### src/rtl/ecg_mock_pkg.sv
package ecg_mock_pkg;
  localparam int ADDR_W = 5;

  localparam logic [7:0] OP_WAKEUP  = 8'h02;
  localparam logic [7:0] OP_STANDBY = 8'h04;
  localparam logic [7:0] OP_RESET   = 8'h06;
  localparam logic [7:0] OP_START   = 8'h10;
  localparam logic [7:0] OP_STOP    = 8'h11;
  localparam logic [2:0] OP_RD_HI   = 3'b001;
  localparam logic [2:0] OP_WR_HI   = 3'b010;

  localparam logic [7:0] REG_BASE   = 8'hA0;
  localparam logic [7:0] STATUS_HI  = 8'hC0;

  typedef enum logic [2:0] {MD_IDLE, MD_STREAM, MD_SLEEPING, MD_ASLEEP, MD_WAKING} mode_e;
  typedef enum logic [1:0] {TX_ZERO, TX_REG, TX_FRAME} txSrc_e;
  typedef enum logic [1:0] {PH_OP, PH_CNT, PH_DATA, PH_SKIP} phase_e;

  typedef struct packed {
    logic regWrite;
    logic regRestore;
    logic sampleStep;
    logic sampleClear;
    logic snapFrame;
  } dpStrobe_t;
endpackage

### src/rtl/ecg_mock_dp.sv
module ecg_mock_dp
  import ecg_mock_pkg::*;
#(
  parameter int NUM_REGS     = 26,
  parameter int NUM_CH       = 8,
  parameter int SAMPLE_BITS  = 24,
  parameter int STATUS_BYTES = 3,
  parameter int IDX_W        = 16,
  parameter int FIDX_W       = 5
) (
  input  logic              clk,
  input  logic              rstN,
  input  logic              csN,
  input  logic              sclk,
  input  logic              mosi,
  output logic              miso,
  input  dpStrobe_t         strobe,
  input  logic [ADDR_W-1:0] regAddr,
  input  txSrc_e            txSrc,
  input  logic [FIDX_W-1:0] frameIdx,
  output logic              csActive,
  output logic              csFall,
  output logic              sclkRise,
  output logic              byteValid,
  output logic [7:0]        rxByte
);
  localparam int SAMPLE_BYTES = SAMPLE_BITS / 8;

  logic [1:0] csSync;
  logic [2:0] sclkSync;
  logic [1:0] mosiSync;
  logic       csPrev, csFallD, byteEnd, sclkFall;
  logic [2:0] bitCnt;
  logic [7:0] rxShift, txShift, txNext, regRd, frameByte;
  logic [7:0] regFile [NUM_REGS];
  logic [IDX_W-1:0] sampleCount, snap;

  // input resynchronisation
  always_ff @(posedge clk or negedge rstN) begin
    if (!rstN) begin
      csSync   <= 2'b11;
      sclkSync <= 3'b000;
      mosiSync <= 2'b00;
      csPrev   <= 1'b0;
    end else begin
      csSync   <= {csSync[0], csN};
      sclkSync <= {sclkSync[1:0], sclk};
      mosiSync <= {mosiSync[0], mosi};
      csPrev   <= csActive;
    end
  end

  assign csActive = ~csSync[1];
  assign csFall   = csActive & ~csPrev;
  assign sclkRise = csActive & sclkSync[1] & ~sclkSync[2];
  assign sclkFall = csActive & ~sclkSync[1] & sclkSync[2];

  // shift engine
  always_ff @(posedge clk or negedge rstN) begin
    if (!rstN) begin
      bitCnt    <= '0;
      rxShift   <= '0;
      rxByte    <= '0;
      byteValid <= 1'b0;
      byteEnd   <= 1'b0;
      txShift   <= '0;
      csFallD   <= 1'b0;
    end else begin
      byteValid <= 1'b0;
      csFallD   <= csFall;
      if (!csActive) begin
        bitCnt  <= '0;
        byteEnd <= 1'b0;
        txShift <= '0;
      end else begin
        if (sclkRise) begin
          rxShift <= {rxShift[6:0], mosiSync[1]};
          bitCnt  <= bitCnt + 3'd1;
          if (bitCnt == 3'd7) begin
            byteValid <= 1'b1;
            rxByte    <= {rxShift[6:0], mosiSync[1]};
            byteEnd   <= 1'b1;
          end
        end
        if (csFallD) begin
          txShift <= txNext;
        end else if (sclkFall) begin
          if (byteEnd) begin
            txShift <= txNext;
            byteEnd <= 1'b0;
          end else begin
            txShift <= {txShift[6:0], 1'b0};
          end
        end
      end
    end
  end

  assign miso = csActive & txShift[7];

  // register file, one slice per address
  for (genvar i = 0; i < NUM_REGS; i++) begin : g_reg
    always_ff @(posedge clk or negedge rstN) begin
      if (!rstN) begin
        regFile[i] <= 8'(REG_BASE + i);
      end else if (strobe.regRestore) begin
        regFile[i] <= 8'(REG_BASE + i);
      end else if (strobe.regWrite && regAddr == ADDR_W'(i)) begin
        regFile[i] <= rxByte;
      end
    end
  end

  always_comb begin
    regRd = '0;
    for (int i = 0; i < NUM_REGS; i++) begin
      if (regAddr == ADDR_W'(i)) regRd = regFile[i];
    end
  end

  // conversion counter and window snapshot
  always_ff @(posedge clk or negedge rstN) begin
    if (!rstN) begin
      sampleCount <= '0;
      snap        <= '0;
    end else begin
      if (strobe.sampleClear)     sampleCount <= '0;
      else if (strobe.sampleStep) sampleCount <= sampleCount + IDX_W'(1);
      if (strobe.snapFrame)       snap <= sampleCount;
    end
  end

  function automatic logic [7:0] chanByte(input int ch, input int k, input logic [IDX_W-1:0] idx);
    logic [SAMPLE_BITS-1:0] word;
    word = {(SAMPLE_BITS-IDX_W)'(ch), idx};
    return word[8*(SAMPLE_BYTES-1-k) +: 8];
  endfunction

  always_comb begin
    frameByte = '0;
    if (frameIdx == '0) frameByte = STATUS_HI;
    for (int ch = 0; ch < NUM_CH; ch++) begin
      for (int k = 0; k < SAMPLE_BYTES; k++) begin
        if (frameIdx == FIDX_W'(STATUS_BYTES + ch*SAMPLE_BYTES + k))
          frameByte = chanByte(ch, k, snap);
      end
    end
  end

  always_comb begin
    unique case (txSrc)
      TX_REG:   txNext = regRd;
      TX_FRAME: txNext = frameByte;
      default:  txNext = 8'h00;
    endcase
  end

  // a received byte is only reported right after a sampling edge
  p_byte_after_edge_r2: assert property (@(posedge clk) disable iff (!rstN)
    byteValid |-> $past(sclkRise));

  // frame content is frozen inside a window
  p_snap_stable_r9: assert property (@(posedge clk) disable iff (!rstN)
    (csActive && !strobe.snapFrame) |=> $stable(snap));
endmodule

### src/rtl/ecg_mock_ctrl.sv
module ecg_mock_ctrl
  import ecg_mock_pkg::*;
#(
  parameter int SAMPLE_DIV  = 200000,
  parameter int SLEEP_DLY   = 1000,
  parameter int WAKE_DLY    = 1000,
  parameter int FRAME_BYTES = 27,
  parameter int FIDX_W      = 5
) (
  input  logic              clk,
  input  logic              rstN,
  input  logic              csActive,
  input  logic              csFall,
  input  logic              sclkRise,
  input  logic              byteValid,
  input  logic [7:0]        rxByte,
  output dpStrobe_t         strobe,
  output logic [ADDR_W-1:0] regAddr,
  output txSrc_e            txSrc,
  output logic [FIDX_W-1:0] frameIdx,
  output logic              dataReadyN
);
  localparam int TMR_W = (SAMPLE_DIV > 1) ? $clog2(SAMPLE_DIV) : 1;
  localparam int DLY_MAX = (SLEEP_DLY > WAKE_DLY) ? SLEEP_DLY : WAKE_DLY;
  localparam int DLY_W = $clog2(DLY_MAX + 1);

  mode_e             mode;
  phase_e            phase;
  logic              isRead, isWrite;
  logic [ADDR_W-1:0] ptr;
  logic [8:0]        left;
  logic [TMR_W-1:0]  sampleTmr;
  logic [DLY_W-1:0]  delayCnt;

  logic opValid, isRdOp, isWrOp, tick;
  logic doStart, doStop, doReset, doStandby, doWake, doRegOp;

  assign opValid   = byteValid && phase == PH_OP;
  assign isRdOp    = rxByte[7:5] == OP_RD_HI;
  assign isWrOp    = rxByte[7:5] == OP_WR_HI;
  assign doStart   = opValid && mode == MD_IDLE && rxByte == OP_START;
  assign doStop    = opValid && mode == MD_STREAM && rxByte == OP_STOP;
  assign doReset   = opValid && (mode == MD_IDLE || mode == MD_STREAM) && rxByte == OP_RESET;
  assign doStandby = opValid && (mode == MD_IDLE || mode == MD_STREAM) && rxByte == OP_STANDBY;
  assign doWake    = opValid && mode == MD_ASLEEP && rxByte == OP_WAKEUP;
  assign doRegOp   = opValid && mode == MD_IDLE && (isRdOp || isWrOp);
  assign tick      = mode == MD_STREAM && sampleTmr == TMR_W'(SAMPLE_DIV - 1);

  always_comb begin
    strobe.regWrite    = byteValid && phase == PH_DATA && isWrite && left != '0;
    strobe.regRestore  = doReset;
    strobe.sampleStep  = tick;
    strobe.sampleClear = doStart;
    strobe.snapFrame   = csFall && mode == MD_STREAM;
  end

  assign regAddr = ptr;

  // transaction sequencing within one chip-select window
  always_ff @(posedge clk or negedge rstN) begin
    if (!rstN) begin
      phase    <= PH_OP;
      isRead   <= 1'b0;
      isWrite  <= 1'b0;
      ptr      <= '0;
      left     <= '0;
      txSrc    <= TX_ZERO;
      frameIdx <= '0;
    end else if (!csActive) begin
      phase    <= PH_OP;
      isRead   <= 1'b0;
      isWrite  <= 1'b0;
      txSrc    <= TX_ZERO;
      frameIdx <= '0;
    end else begin
      if (csFall && mode == MD_STREAM) txSrc <= TX_FRAME;
      if (byteValid) begin
        if (txSrc == TX_FRAME) begin
          if (frameIdx == FIDX_W'(FRAME_BYTES - 1)) txSrc <= TX_ZERO;
          frameIdx <= frameIdx + FIDX_W'(1);
        end
        unique case (phase)
          PH_OP: begin
            if (doRegOp) begin
              phase   <= PH_CNT;
              isRead  <= isRdOp;
              isWrite <= isWrOp;
              ptr     <= rxByte[ADDR_W-1:0];
            end else begin
              phase <= PH_SKIP;
            end
          end
          PH_CNT: begin
            phase <= PH_DATA;
            left  <= {1'b0, rxByte} + 9'd1;
            if (isRead) txSrc <= TX_REG;
          end
          PH_DATA: begin
            if (left != '0) begin
              ptr  <= ptr + ADDR_W'(1);
              left <= left - 9'd1;
              if (left == 9'd1) txSrc <= TX_ZERO;
            end
          end
          default: ;
        endcase
      end
    end
  end

  // operating mode, conversion timer and power-state delays
  always_ff @(posedge clk or negedge rstN) begin
    if (!rstN) begin
      mode      <= MD_IDLE;
      sampleTmr <= '0;
      delayCnt  <= '0;
    end else begin
      unique case (mode)
        MD_IDLE: begin
          if (doStart) begin
            mode      <= MD_STREAM;
            sampleTmr <= '0;
          end else if (doStandby) begin
            mode     <= MD_SLEEPING;
            delayCnt <= DLY_W'(SLEEP_DLY - 1);
          end
        end
        MD_STREAM: begin
          if (doStop || doReset) begin
            mode <= MD_IDLE;
          end else if (doStandby) begin
            mode     <= MD_SLEEPING;
            delayCnt <= DLY_W'(SLEEP_DLY - 1);
          end else begin
            sampleTmr <= tick ? '0 : sampleTmr + TMR_W'(1);
          end
        end
        MD_SLEEPING: begin
          if (delayCnt == '0) mode <= MD_ASLEEP;
          else                delayCnt <= delayCnt - DLY_W'(1);
        end
        MD_ASLEEP: begin
          if (doWake) begin
            mode     <= MD_WAKING;
            delayCnt <= DLY_W'(WAKE_DLY - 1);
          end
        end
        MD_WAKING: begin
          if (delayCnt == '0) mode <= MD_IDLE;
          else                delayCnt <= delayCnt - DLY_W'(1);
        end
        default: mode <= MD_IDLE;
      endcase
    end
  end

  // ready line
  always_ff @(posedge clk or negedge rstN) begin
    if (!rstN) begin
      dataReadyN <= 1'b1;
    end else if (mode != MD_STREAM || doStop || doReset || doStandby) begin
      dataReadyN <= 1'b1;
    end else if (tick) begin
      dataReadyN <= 1'b0;
    end else if (sclkRise) begin
      dataReadyN <= 1'b1;
    end
  end

  // ready is only ever asserted while streaming
  p_ready_only_stream_r7: assert property (@(posedge clk) disable iff (!rstN)
    !dataReadyN |-> mode == MD_STREAM);

  // frame byte index never runs past the frame while the frame is the source
  p_frame_idx_bound_r9: assert property (@(posedge clk) disable iff (!rstN)
    txSrc == TX_FRAME |-> frameIdx < FIDX_W'(FRAME_BYTES));

  // register writes happen only in the idle mode
  p_write_idle_only_r10: assert property (@(posedge clk) disable iff (!rstN)
    strobe.regWrite |-> mode == MD_IDLE);

  // standby dwell is not cut short
  p_sleep_dwell_r11: assert property (@(posedge clk) disable iff (!rstN)
    (mode == MD_SLEEPING && delayCnt != '0) |=> mode == MD_SLEEPING);
endmodule

### src/rtl/ecg_spi_mock.sv
module ecg_spi_mock
  import ecg_mock_pkg::*;
#(
  parameter int NUM_REGS     = 26,
  parameter int NUM_CH       = 8,
  parameter int SAMPLE_BITS  = 24,
  parameter int STATUS_BYTES = 3,
  parameter int SAMPLE_DIV   = 200000,
  parameter int SLEEP_DLY    = 1000,
  parameter int WAKE_DLY     = 1000
) (
  input  logic clk,
  input  logic rstN,
  input  logic csN,
  input  logic sclk,
  input  logic mosi,
  output logic miso,
  output logic dataReadyN
);
  localparam int FRAME_BYTES = STATUS_BYTES + NUM_CH * (SAMPLE_BITS / 8);
  localparam int FIDX_W      = $clog2(FRAME_BYTES + 1);
  localparam int IDX_W       = 16;

  dpStrobe_t         strobe;
  logic [ADDR_W-1:0] regAddr;
  txSrc_e            txSrc;
  logic [FIDX_W-1:0] frameIdx;
  logic              csActive, csFall, sclkRise, byteValid;
  logic [7:0]        rxByte;

  ecg_mock_dp #(
    .NUM_REGS(NUM_REGS), .NUM_CH(NUM_CH), .SAMPLE_BITS(SAMPLE_BITS),
    .STATUS_BYTES(STATUS_BYTES), .IDX_W(IDX_W), .FIDX_W(FIDX_W)
  ) i_dp (
    .clk(clk), .rstN(rstN), .csN(csN), .sclk(sclk), .mosi(mosi), .miso(miso),
    .strobe(strobe), .regAddr(regAddr), .txSrc(txSrc), .frameIdx(frameIdx),
    .csActive(csActive), .csFall(csFall), .sclkRise(sclkRise),
    .byteValid(byteValid), .rxByte(rxByte)
  );

  ecg_mock_ctrl #(
    .SAMPLE_DIV(SAMPLE_DIV), .SLEEP_DLY(SLEEP_DLY), .WAKE_DLY(WAKE_DLY),
    .FRAME_BYTES(FRAME_BYTES), .FIDX_W(FIDX_W)
  ) i_ctrl (
    .clk(clk), .rstN(rstN), .csActive(csActive), .csFall(csFall),
    .sclkRise(sclkRise), .byteValid(byteValid), .rxByte(rxByte),
    .strobe(strobe), .regAddr(regAddr), .txSrc(txSrc), .frameIdx(frameIdx),
    .dataReadyN(dataReadyN)
  );
endmodule

### config.mk
export PLATFORM = sky130hd
export DESIGN_NAME = ecg_spi_mock
export DESIGN_NICKNAME = d
export VERILOG_FILES = /design/src/rtl/ecg_mock_pkg.sv /design/src/rtl/ecg_mock_dp.sv /design/src/rtl/ecg_mock_ctrl.sv /design/src/rtl/ecg_spi_mock.sv
export SDC_FILE = /design/constraint.sdc
export NUM_CORES = 1
export LEC_CHECK = 0
export BUFFER_PORTS_ARGS = -buffer_cell sky130_fd_sc_hd__buf_2
export CORE_UTILIZATION = 69
export CTS_CLUSTER_DIAMETER = 40
export DETAILED_ROUTE_END_ITERATION = 7
export HOLD_SLACK_MARGIN = 0.12
export PLACE_DENSITY = 0.87
export RECOVER_POWER = 100
export SYNTH_ARGS = -nofsm -noshare
export SYNTH_HDL_FRONTEND = slang
export SYNTH_SLANG_ARGS = --single-unit
### constraint.sdc
create_clock -name clk -period 7.3 [get_ports clk]
set_input_delay 1.46 -clock clk [delete_from_list [all_inputs] [get_ports clk]]
set_output_delay 1.46 -clock clk [all_outputs]
set_load 0.05 [all_outputs]
==> flow_results.org, run 1 <==
** Final layout
- The layout has approximately 1800 filler cells.
- After routing the design area is ~21000 um^2.
- The repair_antennas step left the layout with diodes totalling 0.
- The area growth from synthesis to layout is 8.193%.
- Summing all multi-input logic gate instances after layout gives ~9600 um^2.
- Fraction of layout instances using a drive strength above 1 :: between 10% and 20%
- In the final design database the tool counted about 2200 nets.
- Across the whole layout, storage elements account for between 8000 and 9000 um^2.
- Final cell count without fillers :: about 2500
- Post-route core utilization :: 76.27%

** Timing
- The tightest hold path in the finished design has a slack of about 0.34 ns.
- For the final database, setup skew stands at around 0.023 ns.
- Setup violations remaining at the end of the flow were counted as 0.
- The hold violation count in the final report was 0.
- Adding up every negative setup slack in the final design gives 0 ns.
- Of the available clock period, the critical path in the final layout requires a little over two thirds.
- Counting I/O delays and the setup requirement, the final critical path takes between 5 and 6 ns.
- Setup repair after global routing left no endpoint under its margin.
- Final max-slew violation count :: 240
- In the post-route analysis, the smallest setup slack over all paths is 2.226 ns.
- Fmax :: ~200 MHz
- Least-Margin Pin Slew :: between 3 and 4 ns
- Worst-case headroom to the max-slew limit :: -141.3%

** Worst setup path
- Critical path buffer and inverter count :: 2
- Stage delay of the slowest cell on the critical path :: approximately 2.6 ns
- The worst setup path is captured at an asynchronous set/reset pin.
- Required time of the worst setup path :: approximately 7.1 ns
- Series of cell instances along the critical path :: buf_8 > clkbuf_2
- Critical path fanouts, max :: about 150
- Among cell families on the critical path, the largest total delay comes from buffers and inverters.
- For the worst setup path, the data arrival time is 4.91 ns.
- Kind of start point of the critical path :: input port
- The critical path in this run is classified as input port to asynchronous set/reset pin.
- Worst-path cell with the longest stage delay :: sky130_fd_sc_hd__clkbuf_2

** Place
- At the placement stage, the worst setup path has a slack of 3.194 ns.
- Final GP Congestion :: about 0.98
- Placed Cells :: roughly 2400
- Post-detail-place hpwl :: 36650 um
- Input and output buffers added on the ports amount to 6.
- Area of placed instances :: between 15000 and 20000 um^2

** Yosys
- The synthesized netlist occupies a cell area of ~19000 um^2.
- Fraction of synthesis flops using an asynchronous set or reset pin :: 100.0%
- Counting every instance in the synthesized netlist gives ~2200.
- Most used standard cells in the synthesized netlist :: sky130_fd_sc_hd__nand2_1, sky130_fd_sc_hd__dfrtp_1, sky130_fd_sc_hd__nand3_1
- Number of warnings issued by yosys :: 0
- Leading cell type by number of instances after synthesis :: sky130_fd_sc_hd__nand2_1
- Library cells used by synthesis :: 91
- Synthesis produced a netlist with a net count of 2252.
- Cell types with the largest area share after synthesis :: sky130_fd_sc_hd__dfrtp_1, sky130_fd_sc_hd__dfstp_2, sky130_fd_sc_hd__nand2_1
- Part of the Yosys area used for sequential elements :: 44.73%
- After synthesis the netlist holds a flip-flop and latch count of 334.
- Count of flip-flops with a built-in enable after synthesis :: 0
- Average instance area after synthesis :: between 8 and 9 um^2
- Cell taking the most area after synthesis :: sky130_fd_sc_hd__dfrtp_1
- Primary FF master, synth :: sky130_fd_sc_hd__dfrtp_1
- The top cell type by area accounts for 29.24% of the synthesized area.

** Floorplan
- Initial Util :: between 70% and 80%
- Row generation in the floorplan step produced 60 rows.
- Full die area :: around 28000 um^2
- For this design the top-level I/O count stands at 7.
- From left edge to right edge, the die measures 167.9 um.
- Floorplan die height :: 167.9 um
- The total area inside the core boundary comes to roughly 27000 um^2.

** Power and ir drop
- Net switching component of the power :: between 0.9 and 1 mW
- Total power consumption of the routed design :: ~4.3 mW
- Cell internal power dissipation :: 3.338 mW
- In this run the power density over the cells is around 210 nW/um^2.
- Clock share of power :: between 50% and 60%
- Portion of total power attributed to sequential cells :: between 40% and 50%
- Static leakage :: approximately 9 nW
- Of the total power, the share spent switching nets is between 20% and 30%.
- Portion of total power attributed to combinational logic :: 1.4%
- Peak supply drop :: 0.2590 mV

** Clock tree
- Hold buffer count at CTS :: 0
- In this run the post-CTS setup repair buffer count came out at 0.
- The clock drives roughly 330 sinks.
- After clock tree synthesis, the clock-pin slew on the worst setup and hold paths is approximately 0.060 ns.
- Number of gates resized after CTS :: 0
- Later-pin clock latency in the skew report :: roughly 0.56 ns
- Number of buffers inserted during clock tree synthesis :: 46
- TritonCTS built the clock tree.
- CTS built an H-tree with a depth of 2.
- Counting along the longest clock path gives a buffer depth of 3.
- The cell sitting at the root of the clock tree is a sky130_fd_sc_hd__clkbuf_16.

** Routing
- Routed wire length :: just under 60000 um
- Before antenna repair, the detailed router went through 6 iterations.
- Detailed-route vias per instance :: a little over 7
- Average wire per cell in the routed design :: around 23 um
- Detailed routing inserted a total of ~18000 vias.
- The detail route stage leaves a number of antenna-violating nets equal to 0.
- Drt drc :: 0
- The detailed router finished its first iteration with between 2000 and 3000 violations.

** Outcome
- The checks that failed: capacitance limit, slew limit.
- The run finished, with violations left.

** GRT
- Largest net degree at the start of global routing :: roughly 150
- The initial antenna violation count came to 0.
- Via count of the first global-routing pass :: roughly 18000
- After global routing the overflow that remains totals 0.
- The first global-routing pass estimated 94100 um of wire.
- Global routing used 42.01% of the available tracks across all layers.

** Worst hold path
- Type of the most critical hold path :: register to register

** Flow run
- Max-cap violations in this run came to 4.
[state kept, by name, summed over array words and instances, names as in the netlist, 2 cells and up]
name and flops:
i_dp.rxShift 7, i_ctrl.mode 3, i_ctrl.left 9, i_dp.sampleCount 16
i_dp.mosiSync 2, i_dp.csSync 2, i_ctrl.delayCnt 10, i_ctrl.txSrc 2
i_dp.bitCnt 3, i_ctrl.phase 2, i_dp.rxByte 8, i_dp.snap 16
i_dp.txShift 8, i_dp.regFile 208, i_ctrl.frameIdx 5, i_ctrl.sampleTmr 18
i_ctrl.regAddr 5, i_dp.sclkSync 3
[layout by cell type, fill, tap and decap left out, types with 22 or more instances in the layout]
master,instances
sky130_fd_sc_hd__o21ai_0,131
sky130_fd_sc_hd__o211ai_1,52
sky130_fd_sc_hd__nand2_1,475
sky130_fd_sc_hd__a221oi_1,22
sky130_fd_sc_hd__mux2_2,37
sky130_fd_sc_hd__ha_1,26
sky130_fd_sc_hd__dfstp_2,111
sky130_fd_sc_hd__and3_1,24
sky130_fd_sc_hd__a21oi_1,122
sky130_fd_sc_hd__nand3_1,169
sky130_fd_sc_hd__nor3_1,36
sky130_fd_sc_hd__nor2_1,137
sky130_fd_sc_hd__dfrtp_1,221
sky130_fd_sc_hd__clkbuf_16,47
sky130_fd_sc_hd__nor2b_1,23
sky130_fd_sc_hd__inv_1,53
[layer usage]
metal | up-vias | global-route usage, % | wire [um]
met5 | - | 0 | 0
met4 | 0 | 20.62 | 2785
met3 | 260 | 9.379 | 7158
met2 | 1311 | 63.71 | 25920
met1 | 8652 | 57.38 | 22220
li1 | 7829 | - | -
[final timing paths]
kind	end	slack [ns]	start	cells after the start
worst max-delay path	i_dp.regFile[126]	2.23	rstN	2
worst min-delay path	i_dp.mosiSync[1]	0.34	i_dp.mosiSync[0]	0
worst max register to register	i_dp.txShift[6]	2.51	i_ctrl.regAddr[4]	10
worst min register to register	i_dp.mosiSync[1]	0.34	i_dp.mosiSync[0]	0
max in group clk	i_dp.txShift[6]	2.51	i_ctrl.regAddr[4]	10
min in group asynchronous	i_dp.sampleCount[9]	0.99	rstN	1
[area by class of cell]
type                    instances  area share [%]
flip-flops and latches        334           41.35
clock buffers                  59           6.087
multi-input cells            1668           46.68
well taps                     341           2.076
clock inverters                27           1.759
inverters                      54          0.9861
repair buffers                 34           1.065
[logic make-up (layout without fill, tap and decap cells)]
| family | count (synthesis) | after routing | synth area share (%) |
|---|---|---|---|
| AO/OA/AOI/OAI | 534 | 534 | 18.76 |
| adder cells (fa/ha/maj) | 26 | 26 | 1.712 |
| buffers and inverters | 219 | 174 | 4.676 |
| multiplexers | 52 | 52 | 3.003 |
| AND/OR/NAND/NOR | 1028 | 1028 | 25.82 |
| flip-flops | 334 | 334 | 44.73 |
| XOR/XNOR | 28 | 28 | 1.291 |
[power groups by stage]
| stage | Clock (mW) | Combinational (mW) | Sequential, mW |
|---|---|---|---|
| floorplan | 0 | 0.0214 | 1.91 |
| global placement | 0 | 0.0614 | 1.92 |
| detailed placement | 0 | 0.0646 | 1.92 |
| CTS | 2.35 | 0.0650 | 1.89 |
| global route | 2.42 | 0.0711 | 1.89 |
| finish | 2.34 | 0.0615 | 1.89 |
Power figures use the tool's default switching activity.
==> inputs of run 2 (changes only) <==
--- a/config.mk
+++ b/config.mk
@@ -5,12 +5,13 @@
 export SDC_FILE = /design/constraint.sdc
 export NUM_CORES = 1
 export LEC_CHECK = 0
+export ABC_AREA = 1
 export BUFFER_PORTS_ARGS = -buffer_cell sky130_fd_sc_hd__buf_2
-export CORE_UTILIZATION = 69
+export CORE_UTILIZATION = 64
 export CTS_CLUSTER_DIAMETER = 40
 export DETAILED_ROUTE_END_ITERATION = 7
 export HOLD_SLACK_MARGIN = 0.12
-export PLACE_DENSITY = 0.87
+export PLACE_DENSITY = 0.81
 export RECOVER_POWER = 100
 export SYNTH_ARGS = -nofsm -noshare
 export SYNTH_HDL_FRONTEND = slang
==> constraint.sdc (replaced) <==
create_clock -name clk -period 5.25 [get_ports clk]
set_input_delay 1.05 -clock clk [delete_from_list [all_inputs] [get_ports clk]]
set_output_delay 1.05 -clock clk [all_outputs]
set_load 0.05 [all_outputs]
==> run 2 against run 1 <==
The run still ends with capacitance limit, slew limit left. Critical endpoint is now i_dp.regFile[130]. Synthesized area is 5.0% lower. Sequential power is 38% higher. Design area is 2.6% lower.
==> flow_results.org, run 2 <==
** Floorplan
- I/O pin count :: 7 (unchanged)
- The core footprint was 27780 um^2 (was 26950 um^2).
- Die boundary width :: 169.9 um (was 167.9 um)
- Initial Util :: 64.94% (was 70.49%)
- The area enclosed by the die boundary came to 28860 um^2 (was 28200 um^2).
- The vertical die dimension was 169.9 um (was 167.9 um).
- Number of placement rows :: 61 (was 60)

** Final layout
- Nets :: 2460 (was 2169)
- Diode count :: 0 (unchanged)
- Leading cell type in the layout, fill and taps excluded :: sky130_fd_sc_hd__nand2_1 (unchanged)
- The number of flip-flops in the largest register was 208 (unchanged).
- Most used cells in the layout excluding fill and tap cells: sky130_fd_sc_hd__nand2_1, sky130_fd_sc_hd__inv_1, sky130_fd_sc_hd__o21ai_0 (was sky130_fd_sc_hd__nand2_1, sky130_fd_sc_hd__dfrtp_1, sky130_fd_sc_hd__nand3_1).
- Growth of design area from synthesis to finish :: 10.96% (was 8.193%)
- Biggest registers after layout: i_dp.regFile (208), i_ctrl.sampleTmr (18) (unchanged).
- The fill cell instance count of the final layout was 2223 (was 1832).
- Register containing the most flip-flops in the final layout :: i_dp.regFile (unchanged)
- Fraction of layout instances using a drive strength above 1 :: 9.647% (was 12.55%)
- The count of placed standard cells in the final layout, fillers left out is 2845 (was 2517).
- Post-route cell area :: 20020 um^2 (was 20550 um^2)
- Post-route core utilization :: 72.05% (was 76.27%)

** Power and ir drop
- The overall power consumption came to 5.962 mW (was 4.294 mW).
- The total power density per cell area was 297.8 nW/um^2 (was 208.9 nW/um^2).
- Peak supply drop :: 0.2802 mV (was 0.2590 mV)
- Static leakage :: 8.806 nW (was 8.783 nW)

** Yosys
- Cell taking the most area after synthesis :: sky130_fd_sc_hd__dfrtp_1 (unchanged)
- The synthesized netlist cell count was 2426 (was 2221).
- Part of the Yosys area used for sequential elements :: 47.10% (was 44.73%)
- Count of state elements after synthesis :: 334 (unchanged)
- The fraction of registers with async set or reset after synthesis came to 100.0% (unchanged).
- Cell types with the largest area share after synthesis :: sky130_fd_sc_hd__dfrtp_1, sky130_fd_sc_hd__dfstp_2, sky130_fd_sc_hd__nand2_1 (unchanged)
- Syn_nets :: 2457 (was 2252)
- Primary FF master, synth :: sky130_fd_sc_hd__dfrtp_1 (unchanged)
- Library cells used by synthesis :: 55 (was 91)
- Cell area after synthesis :: 18040 um^2 (was 19000 um^2)
- Number of warnings issued by yosys :: 0 (unchanged)
- Most used standard cells in the synthesized netlist: sky130_fd_sc_hd__nand2_1, sky130_fd_sc_hd__inv_1, sky130_fd_sc_hd__o21ai_0 (was sky130_fd_sc_hd__nand2_1, sky130_fd_sc_hd__dfrtp_1, sky130_fd_sc_hd__nand3_1).
- The proportion of netlist area held by the largest area contributor came to 30.79% (was 29.24%).
- The count of flip-flops with a built-in enable after synthesis was 0 (unchanged).
- The cell with the most instances after synthesis is sky130_fd_sc_hd__nand2_1 (unchanged).
- Average instance area after synthesis :: 7.437 um^2 (was 8.554 um^2)

** Worst setup path
- The critical path endpoint category is a register (was asynchronous set/reset pin).
- The data arrival time of the critical path is 4.71 ns (was 4.91 ns).
- Kind of start point of the critical path :: register (was input port)
- Series of cell instances along the critical path :: inv_1 > nor2_1 > nand2_1 > nor2_1 > clkbuf_1 > clkinv_1 > clkbuf_1 > nand2_1 > clkinv_1 > nand2_1 > o21ai_0 (was buf_8 > clkbuf_2)
- The type of the worst setup path was register to register (was input port to asynchronous set/reset pin).
- The critical-path maximum fanout is 19 (was 148).
- The peak per-stage delay on the critical path came to 0.78 ns (was 2.62 ns).
- Required time of the worst setup path :: 5.66 ns (was 7.14 ns)
- The highest-delay cell along the critical path was sky130_fd_sc_hd__dfrtp_1 (was sky130_fd_sc_hd__clkbuf_2).
- Counting stages on the worst path, the most repeated cell is sky130_fd_sc_hd__nand2_1.

** Outcome
- Violated checks: capacitance limit, slew limit (unchanged).
- Result of the run :: complete, but fails checks (unchanged)

** Timing
- Timing would allow up to roughly 230 MHz.
- The final worst setup slack came to 0.9489 ns (was 2.226 ns).
- Final max-slew violation count :: 196 (was 240)
- The pin slew with the least headroom to its limit was 3.023 ns (was 3.619 ns).
- Worst-case headroom to the max-slew limit :: -101.5% (was -141.3%)
- Hold violation count in the final report :: 0 (unchanged)
- The sum of negative setup slack was 0 ns (unchanged).
- Shortest period the worst path allows :: 4.301 ns
- Worst clock skew :: 0.03159 ns (was 0.02291 ns)
- Tightest hold margin :: 0.3583 ns (was 0.3424 ns)
- The final count of negative-setup-slack endpoints is 0 (unchanged).
- Tcrit/Tclk final :: between 80% and 90%
- RSZ-0062 raised after global routing :: false (unchanged)

** Clock tree
- The TritonCTS clock tree is built (unchanged).
- Clock tree root buffer cell :: sky130_fd_sc_hd__clkbuf_16 (unchanged)
- H-Tree Depth :: 2 (unchanged)
- The number of buffers on the longest clock path is 3 (unchanged).
- The number of sinks handled by clock tree synthesis came to 334 (unchanged).
- Reg clk slew, reported paths :: 0.06 ns (about the same)
- The clock latency at the later pin of the worst-skew pair was 0.56 ns (about the same).
- The number of post-CTS setup repair buffers was 0 (unchanged).
- Number of gates resized after CTS :: 0 (unchanged)
- The number of buffers created by CTS is 46 (unchanged).
- Hold buffer count at CTS :: 0 (unchanged)

** Worst hold path
- The type of the most critical hold path was register to register (unchanged).

** GRT
- Via count of the first global-routing pass :: 15840 (was 17530)
- Wire length of the first global-routing pass :: 80170 um (was 94100 um)
- Antenna violations before repair :: 0 (unchanged)
- Largest net degree at the start of global routing :: 122 (was 149)
- GRT Util Overall :: 35.08% (was 42.01%)
- Global route total overflow :: 0 (unchanged)

** Routing
- Detailed-route vias per instance :: 5.847 (was 7.172)
- Average wire per cell in the routed design :: 17.22 um (was 23.07 um)
- Drt drc :: 0 (unchanged)
- Violation count after the first detailed-routing iteration :: 1760 (was 2750)
- Routed wire length :: 49010 um (was 58080 um)
- Total via count after detailed routing :: 16640 (was 18050)
- The detailed-router iteration count before antenna repair is 6 (unchanged).
- Post-route antenna net violation count :: 0 (unchanged)

** Place
- The cell count after placement was 2759 (was 2431).
- Post-detail-place hpwl :: 32620 um (was 36650 um)
- The post-placement setup slack was 1.433 ns (was 3.194 ns).
- Port Buffers :: 6 (unchanged)
- The cell area after placement came to 18430 um^2 (was 19020 um^2).
- Final GP Congestion :: 0.9825 (unchanged)

** Flow run
- Max-capacitance violation count :: 4 (unchanged)
run 2: kinds of logic after synthesis:
| logic type | after synthesis | share of synthesized area [%] |
|---|---|---|
| AOI/OAI and AO/OA | 600 | 18.17 |
| xor gates and xnor gates | 10 | 0.4855 |
| buffers and inverters | 458 | 9.661 |
| and+or+nand+nor | 997 | 22.71 |
| muxes | 1 | 0.06241 |
| DFF | 334 | 47.10 |
| adders and majority gates | 26 | 1.803 |
run 2: worst max-delay path, delay by kind of cell (launching register included):
family / cells / cell delay (ns)
buf+inv: 5 / 2.18
simple gates: 5 / 1.07
flops: 1 / 0.78
compound gates: 1 / 0.09
run 2: report_power, final:
part	internal, mW	total, mW	switching (mW)
sequential	2.60	2.61	0.0105
clock	2.03	3.28	1.24
combinational	0.0114	0.0777	0.0663
run 2: per-layer routing:
layer | global-route usage, % | routed length (um) | up-vias | part of all wire [%]
li1 | - | - | 7880 | -
met1 | 49.42 | 21130 | 7868 | 43
met2 | 53.51 | 21640 | 749 | 44
met3 | 7.070 | 4391 | 139 | 9.0
met4 | 13.59 | 1849 | 0 | 3.8
met5 | 0 | 0 | - | 0
run 2: final timing paths:
| kind | cells after the start | slack, ns | endpoint | start |
|---|---|---|---|---|
| worst max-delay path | 11 | 0.95 | i_dp.regFile[130] | i_dp.rxByte[2] |
| worst min-delay path | 0 | 0.36 | i_dp.mosiSync[1] | i_dp.mosiSync[0] |
| worst max register to register | 11 | 0.95 | i_dp.regFile[130] | i_dp.rxByte[2] |
| worst min register to register | 0 | 0.36 | i_dp.mosiSync[1] | i_dp.mosiSync[0] |
| max in group asynchronous | 2 | 1.32 | i_dp.regFile[75] | rstN |
| min in group asynchronous | 1 | 1.41 | i_dp.regFile[43] | rstN |
run 2: final cells by class:
type	count	area, um^2	share of cell area [%]
Clock buffer	59	1262	6.307
Inverter	388	1456	7.275
Sequential cell	334	8498	42.45
Multi-Input combinational cell	1634	7800	38.97
Timing Repair Buffer	25	158.9	0.7938
Clock inverter	27	369.1	1.844
Tap cell	378	473.0	2.363
